$ cat src/rtl/xparent_serial_tx_pkg.sv
// Package: shared constants and types for the transparent serial transmitter.
// Assumes a byte-wide host port and a two-bit register address.
package xparent_serial_tx_pkg;
    localparam int unsigned BYTE_W = 8;

    localparam logic [1:0] ADDR_DATA = 2'd0;
    localparam logic [1:0] ADDR_CMD  = 2'd1;
    localparam logic [1:0] ADDR_STAT = 2'd2;

    localparam int unsigned CMD_XRES  = 0;
    localparam int unsigned CMD_MEND  = 1;
    localparam int unsigned CMD_START = 3;
    localparam int unsigned CMD_REP   = 5;

    localparam int unsigned STAT_EOT  = 6;

    typedef enum logic {ST_IDLE = 1'b0, ST_SEND = 1'b1} tx_state_t;
endpackage

$ cat src/rtl/xparent_fifo.sv
// Module: byte FIFO with two read modes.
// In consume mode a pop removes the head entry. In loop mode an offset walks
// over the stored entries and wraps without removing them. Assumes DEPTH is a
// power of two, so the pointers wrap naturally.
module xparent_fifo #(
    parameter int unsigned DEPTH = 32,
    parameter int unsigned DW    = 8,
    localparam int unsigned AW   = $clog2(DEPTH),
    localparam int unsigned CW   = AW + 1
) (
    input  logic          clk,
    input  logic          rst_n,
    input  logic          push,
    input  logic [DW-1:0] push_data,
    input  logic          pop,
    input  logic          adv,
    input  logic          clear,
    output logic [DW-1:0] head,
    output logic [CW-1:0] count
);
    logic [DW-1:0] mem [DEPTH];
    logic [AW-1:0] wr_ptr;
    logic [AW-1:0] rd_ptr;
    logic [AW-1:0] offset;
    logic          do_push;
    logic [AW-1:0] rd_idx;

    assign do_push = push && (count < CW'(DEPTH));
    assign rd_idx  = rd_ptr + offset;
    assign head    = mem[rd_idx];

    // Storage write: accept a byte only while there is room.
    always_ff @(posedge clk) begin
        if (do_push && !clear) begin
            mem[wr_ptr] <= push_data;
        end
    end

    // Pointer, count and loop-offset bookkeeping.
    always_ff @(posedge clk) begin
        if (!rst_n || clear) begin
            wr_ptr <= '0;
            rd_ptr <= '0;
            offset <= '0;
            count  <= '0;
        end else begin
            if (do_push) begin
                wr_ptr <= wr_ptr + 1'b1;
            end
            if (pop) begin
                rd_ptr <= rd_ptr + 1'b1;
            end
            case ({do_push, pop})
                2'b10:   count <= count + 1'b1;
                2'b01:   count <= count - 1'b1;
                default: count <= count;
            endcase
            if (adv) begin
                offset <= ({1'b0, offset} == count - 1'b1) ? '0 : offset + 1'b1;
            end
        end
    end
endmodule

$ cat src/rtl/xparent_regs.sv
// Module: host register decode and status flag.
// Turns host writes into a FIFO push and command pulses, and holds the
// end-of-transmission flag, which is cleared by a status read. Data writes are
// blocked while cyclic sending is active.
module xparent_regs
    import xparent_serial_tx_pkg::*;
(
    input  logic              clk,
    input  logic              rst_n,
    input  logic              wr_en,
    input  logic              rd_en,
    input  logic [1:0]        addr,
    input  logic [BYTE_W-1:0] wdata,
    input  logic              cyc_active,
    input  logic              eot_set,
    output logic              push,
    output logic              cmd_start,
    output logic              cmd_rep,
    output logic              cmd_mend,
    output logic              cmd_xres,
    output logic              eot_flag,
    output logic [BYTE_W-1:0] rdata
);
    logic cmd_wr;

    assign cmd_wr    = wr_en && (addr == ADDR_CMD);
    assign push      = wr_en && (addr == ADDR_DATA) && !cyc_active;
    assign cmd_xres  = cmd_wr && wdata[CMD_XRES];
    assign cmd_start = cmd_wr && wdata[CMD_START];
    assign cmd_rep   = wdata[CMD_REP];
    assign cmd_mend  = wdata[CMD_MEND];

    // Status flag: a new end event wins over a clearing read.
    always_ff @(posedge clk) begin
        if (!rst_n) begin
            eot_flag <= 1'b0;
        end else if (eot_set) begin
            eot_flag <= 1'b1;
        end else if (rd_en && (addr == ADDR_STAT)) begin
            eot_flag <= 1'b0;
        end
    end

    // Read mux: only the status address returns data.
    always_comb begin
        rdata = '0;
        if (addr == ADDR_STAT) begin
            rdata[STAT_EOT] = eot_flag;
        end
    end
endmodule

$ cat src/rtl/xparent_engine.sv
// Module: transmit sequencer and serializer.
// Fetches bytes from the FIFO and shifts them out LSB first, one bit per
// bit_en. In one-shot mode it consumes bytes and reports the end. In cyclic
// mode it advances the loop offset. Assumes the FIFO head is valid whenever
// the count is non-zero.
module xparent_engine
    import xparent_serial_tx_pkg::*;
#(
    parameter int unsigned CW = 6
) (
    input  logic              clk,
    input  logic              rst_n,
    input  logic              bit_en,
    input  logic              cmd_start,
    input  logic              cmd_rep,
    input  logic              cmd_mend,
    input  logic              cmd_xres,
    input  logic [CW-1:0]     fifo_count,
    input  logic [BYTE_W-1:0] fifo_head,
    output logic              pop,
    output logic              adv,
    output logic              eot_set,
    output logic              busy,
    output logic              cyc_active,
    output logic              txd
);
    localparam int unsigned BCW = $clog2(BYTE_W + 1);

    tx_state_t         state;
    logic [BYTE_W-2:0] shreg;
    logic [BCW-1:0]    bits_left;
    logic              need_byte;
    logic              have_byte;
    logic              accept;

    assign busy      = (state == ST_SEND);
    assign need_byte = busy && bit_en && (bits_left == '0);
    assign have_byte = cyc_active || (fifo_count != '0);
    assign pop       = need_byte && have_byte && !cyc_active && !cmd_xres;
    assign adv       = need_byte && cyc_active && !cmd_xres;
    assign eot_set   = need_byte && !have_byte && !cmd_xres;
    assign accept    = cmd_start && !busy && (fifo_count != '0) && !cmd_xres;

    // Sequencer and shifter: reset command first, then start, then bit timing.
    always_ff @(posedge clk) begin
        if (!rst_n || cmd_xres) begin
            state      <= ST_IDLE;
            cyc_active <= 1'b0;
            shreg      <= '0;
            bits_left  <= '0;
            txd        <= 1'b1;
        end else if (accept) begin
            state      <= ST_SEND;
            cyc_active <= cmd_rep && cmd_mend;
            bits_left  <= '0;
        end else if (busy && bit_en) begin
            if (bits_left != '0) begin
                txd       <= shreg[0];
                shreg     <= shreg >> 1;
                bits_left <= bits_left - 1'b1;
            end else if (have_byte) begin
                txd       <= fifo_head[0];
                shreg     <= fifo_head[BYTE_W-1:1];
                bits_left <= BCW'(BYTE_W - 1);
            end else begin
                txd   <= 1'b1;
                state <= ST_IDLE;
            end
        end
    end
endmodule

$ cat src/rtl/xparent_serial_tx.sv
// Module: top of the transparent FIFO serial transmitter.
// Connects the host register decode, the byte FIFO and the transmit engine.
// Assumes bit_en comes from an external bit-rate generator in the clk domain.
module xparent_serial_tx
    import xparent_serial_tx_pkg::*;
#(
    parameter int unsigned DEPTH = 32
) (
    input  logic              clk,
    input  logic              rst_n,
    input  logic              bit_en,
    input  logic              wr_en,
    input  logic              rd_en,
    input  logic [1:0]        addr,
    input  logic [BYTE_W-1:0] wdata,
    output logic [BYTE_W-1:0] rdata,
    output logic              txd
);
    localparam int unsigned CW = $clog2(DEPTH) + 1;

    logic              push;
    logic              cmd_start;
    logic              cmd_rep;
    logic              cmd_mend;
    logic              cmd_xres;
    logic              eot_flag;
    logic              eot_set;
    logic              busy;
    logic              cyc_active;
    logic              pop;
    logic              adv;
    logic [CW-1:0]     fifo_count;
    logic [BYTE_W-1:0] fifo_head;

    xparent_regs u_regs (
        .clk        (clk),
        .rst_n      (rst_n),
        .wr_en      (wr_en),
        .rd_en      (rd_en),
        .addr       (addr),
        .wdata      (wdata),
        .cyc_active (cyc_active),
        .eot_set    (eot_set),
        .push       (push),
        .cmd_start  (cmd_start),
        .cmd_rep    (cmd_rep),
        .cmd_mend   (cmd_mend),
        .cmd_xres   (cmd_xres),
        .eot_flag   (eot_flag),
        .rdata      (rdata)
    );

    xparent_fifo #(.DEPTH(DEPTH), .DW(BYTE_W)) u_fifo (
        .clk       (clk),
        .rst_n     (rst_n),
        .push      (push),
        .push_data (wdata),
        .pop       (pop),
        .adv       (adv),
        .clear     (cmd_xres),
        .head      (fifo_head),
        .count     (fifo_count)
    );

    xparent_engine #(.CW(CW)) u_engine (
        .clk        (clk),
        .rst_n      (rst_n),
        .bit_en     (bit_en),
        .cmd_start  (cmd_start),
        .cmd_rep    (cmd_rep),
        .cmd_mend   (cmd_mend),
        .cmd_xres   (cmd_xres),
        .fifo_count (fifo_count),
        .fifo_head  (fifo_head),
        .pop        (pop),
        .adv        (adv),
        .eot_set    (eot_set),
        .busy       (busy),
        .cyc_active (cyc_active),
        .txd        (txd)
    );
endmodule

$ cat config.mk
export PLATFORM = sky130hd
export DESIGN_NAME = xparent_serial_tx
export DESIGN_NICKNAME = d
export VERILOG_FILES = /design/src/rtl/xparent_serial_tx_pkg.sv /design/src/rtl/xparent_fifo.sv /design/src/rtl/xparent_regs.sv /design/src/rtl/xparent_engine.sv /design/src/rtl/xparent_serial_tx.sv
export SDC_FILE = /design/constraint.sdc
export NUM_CORES = 1
export LEC_CHECK = 0
export BUFFER_PORTS_ARGS = -buffer_cell sky130_fd_sc_hd__clkbuf_2
export CAP_MARGIN = 20
export CORE_MARGIN = 3
export CORE_UTILIZATION = 62
export CTS_CLUSTER_DIAMETER = 120
export DETAILED_ROUTE_END_ITERATION = 8
export GPL_ROUTABILITY_DRIVEN = 0
export PLACE_DENSITY = 0.79
export SLEW_MARGIN = 10
export SYNTH_ARGS = -nofsm -noshare
export SYNTH_HDL_FRONTEND = slang
export SYNTH_SLANG_ARGS = --single-unit
$ cat constraint.sdc
create_clock -name clk -period 4.2 [get_ports clk]
set_clock_uncertainty 0.2 [all_clocks]
set_input_delay 0.21 -clock clk [delete_from_list [all_inputs] [get_ports clk]]
set_output_delay 0.21 -clock clk [all_outputs]
set_load 0.03 [all_outputs]
* After elaboration in Yosys (flattened, before gate mapping)
Memory sizes are Yosys's and may differ from the RTL's. Cells that the tools add are included. Widths: inputs -> output; s select.
Word-level totals: bits in registers 36, bits in writable memories 256, memories 1, word-level logic and storage cells 85, bits of input ports 15, output and inout port bits 9
Memory list:
- u_fifo.mem | words 32, width 8, read ports 1, clocked after memory_dff 0, write ports 1, line xparent_fifo.sv:21 | logic [DW-1:0] mem [DEPTH];
Cells by class: add/sub/neg operators 7, reductions and logical operators 41, mux-type cells 17, order comparisons 1, bitwise operators 1, equality and inequality tests 7
Operators by type and width (count):
- $logic_and 1x1->1 | 21
- $add 5x1->5 const B | 3
- $mux 7 | 2
- $pmux 6 s2 | 1
- $mux 1 | 11
- $mux 4 | 2
- $reduce_bool 2->1 | 4
- $add 6x1->6 const B | 1
- $eq 5x6->1 | 1
- $lt 6x6->1 const B | 1
- $reduce_and 3->1 | 2
- $reduce_bool 6->1 | 1
- $sub 6x1->6 const B | 1
- $add 5x5->5 | 1
- $logic_not 1->1 | 5
- $mux 5 | 1
- $eq 2x1->1 const B | 2
- $eq 2x2->1 const B | 2
- $logic_not 4->1 | 1
- $reduce_and 2->1 | 2
- $reduce_bool 4->1 | 1
- $sub 4x1->4 const B | 1
- $logic_not 2->1 | 1
- $logic_or 1x1->1 | 2
- 4 further kinds | 4

* Logic depth before layout (Yosys ltp)
word-level depth 8, mapped depth 13

* Hierarchy
From an unflattened synthesis, not the netlist that was laid out.
Second synthesis, totals: cells, all modules 713, area, all modules 12218.0 um2
By module, submodules not included:
- xparent_fifo | cells an instance 596, area an instance 11293.3 um2, instances 1
- xparent_engine | cells an instance 98, area an instance 775.7 um2, instances 1
- xparent_regs | cells an instance 19, area an instance 148.9 um2, instances 1

* Worst setup path before layout
No wires, ideal clock.
kind flip-flop to flip-flop, from register u_fifo.offset[0], to register u_engine.shreg[5], arrival 2.697 ns, required time 3.870 ns, path buffers 1, cell stages (with the launch flop) 11, setup slack 1.173 ns, clock period less this slack 3.027 ns, cell sequence dfxtp_1 ha_1 inv_1 fa_1 xnor2_2 buf_2 mux4_2 mux2i_1 nor3_1 a2111oi_0 a21oi_1
Between the ends: cells in the longest elaborated chain, start to end 4
Ends and longest elaborated chain:
- start, declared | line xparent_fifo.sv:24 | logic [AW-1:0] offset;
- start signal, assigned | line xparent_fifo.sv:59 | offset <= ({1'b0, offset} == count - 1'b1) ? '0 : offset + 1'b1;
- $add 5x5->5 | line xparent_fifo.sv:29 | assign rd_idx = rd_ptr + offset;
- $mem_v2 32x8
- $mux 7 | line xparent_engine.sv:61 | end else if (have_byte) begin
- $mux 7 | line xparent_engine.sv:57 | if (bits_left != '0) begin
- end signal, assigned | line xparent_engine.sv:59 | shreg <= shreg >> 1;
- end signal, assigned | line xparent_engine.sv:63 | shreg <= fifo_head[BYTE_W-1:1];
- end, declared | line xparent_engine.sv:30 | logic [BYTE_W-2:0] shreg;
No other way between the ends. The select of a mux whose other input is x is not followed. A chain may end at the register's enable or synchronous reset.

* Worst setup path in the final report
Ends and elaborated chain as after synthesis.

==> impl_metrics.json <==
{
  "reg2reg_from": "u_fifo.offset[0]",
  "port_buffers": 16,
  "fill_cells": 1134,
  "track_usage_pct": 23.96,
  "fin_ws_ns": 0.6808,
  "first_global_vias": 6571,
  "antenna_found_initial": 0,
  "yosysWarnings": 0,
  "p_total_uw": 6092,
  "synth_top_area_share_pct": 63.41,
  "drc": 0,
  "cts_resized": 0,
  "pin_count": 24,
  "drv_slew": 0,
  "hold_start": "wr_en",
  "dp_hpwl_um": 14720,
  "vias": 6498,
  "regToRegSetupSlack_ns": 0.68,
  "nNetsFinal": 771,
  "maxCapViolCount": 0,
  "dieHeight_um": 145.8,
  "wl_per_cell_um": 24.24,
  "grt_max_degree": 67,
  "ys_seq_area_share_pct": 69.36,
  "drive_gt1_share_pct": 20.50,
  "min_period_ns": 3.519,
  "grt-ovfl-total": 0,
  "finalHoldViolCount": 0,
  "die_area_mm2": 0.02127,
  "core_mm2": 0.01896,
  "drtIter0Drc": 783,
  "synthAdderAreaFrac_pct": 1.816,
  "synth_area_mm2": 0.01212,
  "holdPathEnd": "u_engine.cyc_active",
  "fin_crit_sh_pct": 83.79,
  "peakVddDrop_mv": 0.3555,
  "yosys.area.top_type": "edfxtp_1",
  "synth_area_leaders": "edfxtp_1, mux4_2, dfxtp_1",
  "synth_cell_types": 48,
  "grt_pass1_wl_um": 39180,
  "worstReg2RegEnd": "u_engine.shreg[5]",
  "postCtsHoldBufs": 4,
  "start_util_pct": 63.95,
  "path_cells": "ha_2 > inv_1 > fa_2 > xnor2_4 > buf_12 > mux4_2 > mux2i_1 > nor3_1 > a2111oi_0 > a21oi_1",
  "vias_per_cell": 6.364,
  "syn_inst": 715,
  "synth_seq_cells": 292,
  "avgSynthCellArea_um2": 16.96,
  "reg2reg_depth": 10,
  "dpl_cell_area_mm2": 0.01245,
  "worst_setup_path_start_kind": "flop",
  "ys_top_cells_by_count": "edfxtp_1, nor2_1, mux4_2",
  "antenna_cells": 0,
  "cts_made_buffers": 29,
  "clkSinkCount": 292,
  "placementRows": 50,
  "muxShareOfSynthArea_pct": 14.84,
  "rsz0062_at_grt": "no",
  "synth-compound-area-share_pct": 3.695,
  "setup_viol": 0,
  "yosys.area_share.simple_pct": 6.027,
  "arrival_ns": 3.73,
  "synth_xor_area_share_pct": 2.147,
  "post-synth-top-count-cell": "edfxtp_1",
  "cts_max_path_buffers": 3,
  "timing.fmax_mhz": 284.2,
  "hp-class": "input pin to flop",
  "worst_path_largest_cell_delay_ns": 0.57,
  "critical_path.endpoint_type": "flop",
  "tns_ns": 0,
  "pre_cts_ws_ns": 0.7086,
  "cts_tree": "done",
  "finalWirelength_um": 24750,
  "dr.pass1.iters": 5,
  "post_cts_buffers": 0,
  "antenna_left": 0,
  "power_leakage_uw": 0.004269,
  "synth_top_family_by_area": "multiplexers",
  "slowest_stage": "mux4_2",
  "clk_latency_ns": 0.55,
  "die_x_um": 145.8,
  "synth_edf_count": 256,
  "min_delay_path_depth": 6,
  "area_delta_synth_final_pct": 11.72,
  "crit_fanout": 59,
  "async_flop_share_pct": 0,
  "crit_required_ns": 4.41,
  "design_area_mm2": 0.01354,
  "powerDensity_mw_per_mm2": 449.8,
  "synth_flop_cell": "edfxtp_1",
  "outcome": "finished, final reports clean",
  "slew_headroom_pct": 34.10,
  "tightestPinTransition_ns": 0.9849,
  "path_class": "flop to flop",
  "clockRootBuffer": "clkbuf_16",
  "cts.clk_slew.worst_paths_ns": 0.06,
  "clock_tree.htree_level_count": 1
}
## how the worst max path moves through the flow
stage / endpoint / start / cells past startpoint
final: u_engine.shreg[5] / u_fifo.offset[0] / 10
after global routing: u_engine.shreg[5] / u_fifo.offset[0] / 10
after CTS: u_engine.shreg[0] / u_fifo.offset[0] / 10
after detailed placement: u_engine.shreg[0] / u_fifo.offset[0] / 10
after global placement: u_engine.shreg[1] / u_fifo.offset[0] / 9
after floorplan: u_engine.shreg[5] / u_fifo.offset[0] / 10
## power by group
group	leakage, uW	switching [uW]	internal [uW]
sequential	0.00259	3.84	3160
combinational	0.00117	82.9	23.7
clock	0.000507	1080	1750
total	0.00427	1170	4930
## worst max-delay path: cells and delay by family, from the launching register on
kind	cells	cell delay (ns)
AOI/OAI and AO/OA	2	0.60
and+or+nand+nor	1	0.07
xor gates and xnor gates	1	0.20
adders and majority gates	2	0.61
muxes	2	0.78
buffers and inverters	2	0.46
DFF	1	0.44
## area by class of cell
type | count | area (um^2) | area share, %
clock inverters | 23 | 315.3 | 2.328
flip-flops and latches | 292 | 8408 | 62.08
well taps | 260 | 325.3 | 2.402
inverters | 12 | 45.04 | 0.3326
multi-input cells | 374 | 3501 | 25.85
clock buffers | 30 | 729.5 | 5.386
repair buffers | 30 | 220.2 | 1.626
## cells by family after synthesis
kind of cell | after synthesis
compound gates | 76
xor+xnor | 28
fa+ha+maj | 17
buf+inv | 55
flops | 292
mux | 98
other cells | 1
simple gates | 148
## routing by layer
layer / vias up / part of all wire (%) / GRT usage, %
li1: 2847 / - / -
met1: 3328 / 41 / 34.99
met2: 281 / 50 / 38.59
met3: 42 / 7.4 / 3.737
met4: 0 / 2.2 / 6.458
met5: - / 0 / 0
## sequential cells by signal, summed over array words and instances (netlist names)
register and cells:
u_regs.eot_flag 1, u_fifo.rd_ptr 5, u_engine.cyc_active 1, u_fifo.offset 5
u_engine.bits_left 4, u_engine.busy 1, u_engine.shreg 7, u_engine.txd 1
u_fifo.count 6, u_fifo.wr_ptr 5, u_fifo.mem 256
## per-stage QoR
| step | hold slack, ns | utilization, % | std cells |
|---|---|---|---|
| after global placement | 0.2633 | 65.69 | 963 |
| after CTS | 0.0008994 | 71.41 | 1020 |
| final | 0.03233 | 71.45 | 1021 |
| after detailed placement | 0.2623 | 65.69 | 963 |
| after floorplan | 0.1089 | - | 721 |
| after global routing | 0.04200 | 71.45 | 1021 |
## cells in the final DEF, fill, tap and decap left out, types with 3 or more instances in the layout
cell	count
nor2_1	68
nand2_1	16
mux2_2	14
nand3b_1	7
nand3_1	9
or3_1	10
mux2i_1	20
edfxtp_1	256
nand4_1	7
dfxtp_1	36
xor2_1	14
clkbuf_16	29
mux4_2	64
clkinv_2	5
o21ai_0	25
nor2b_1	3
clkinv_1	7
xnor2_1	12
ha_1	15
conb_1	7
bufinv_16	8
and2_1	3
dlygate4sd3_1	4
nor3_1	8
a2111oi_0	3
a311oi_1	6
buf_4	7
a21oi_1	27
clkbuf_2	16
a31oi_1	3
inv_1	12
a211oi_1	3
nand2b_1	3
No activity file was read; power rests on OpenSTA's default activity.
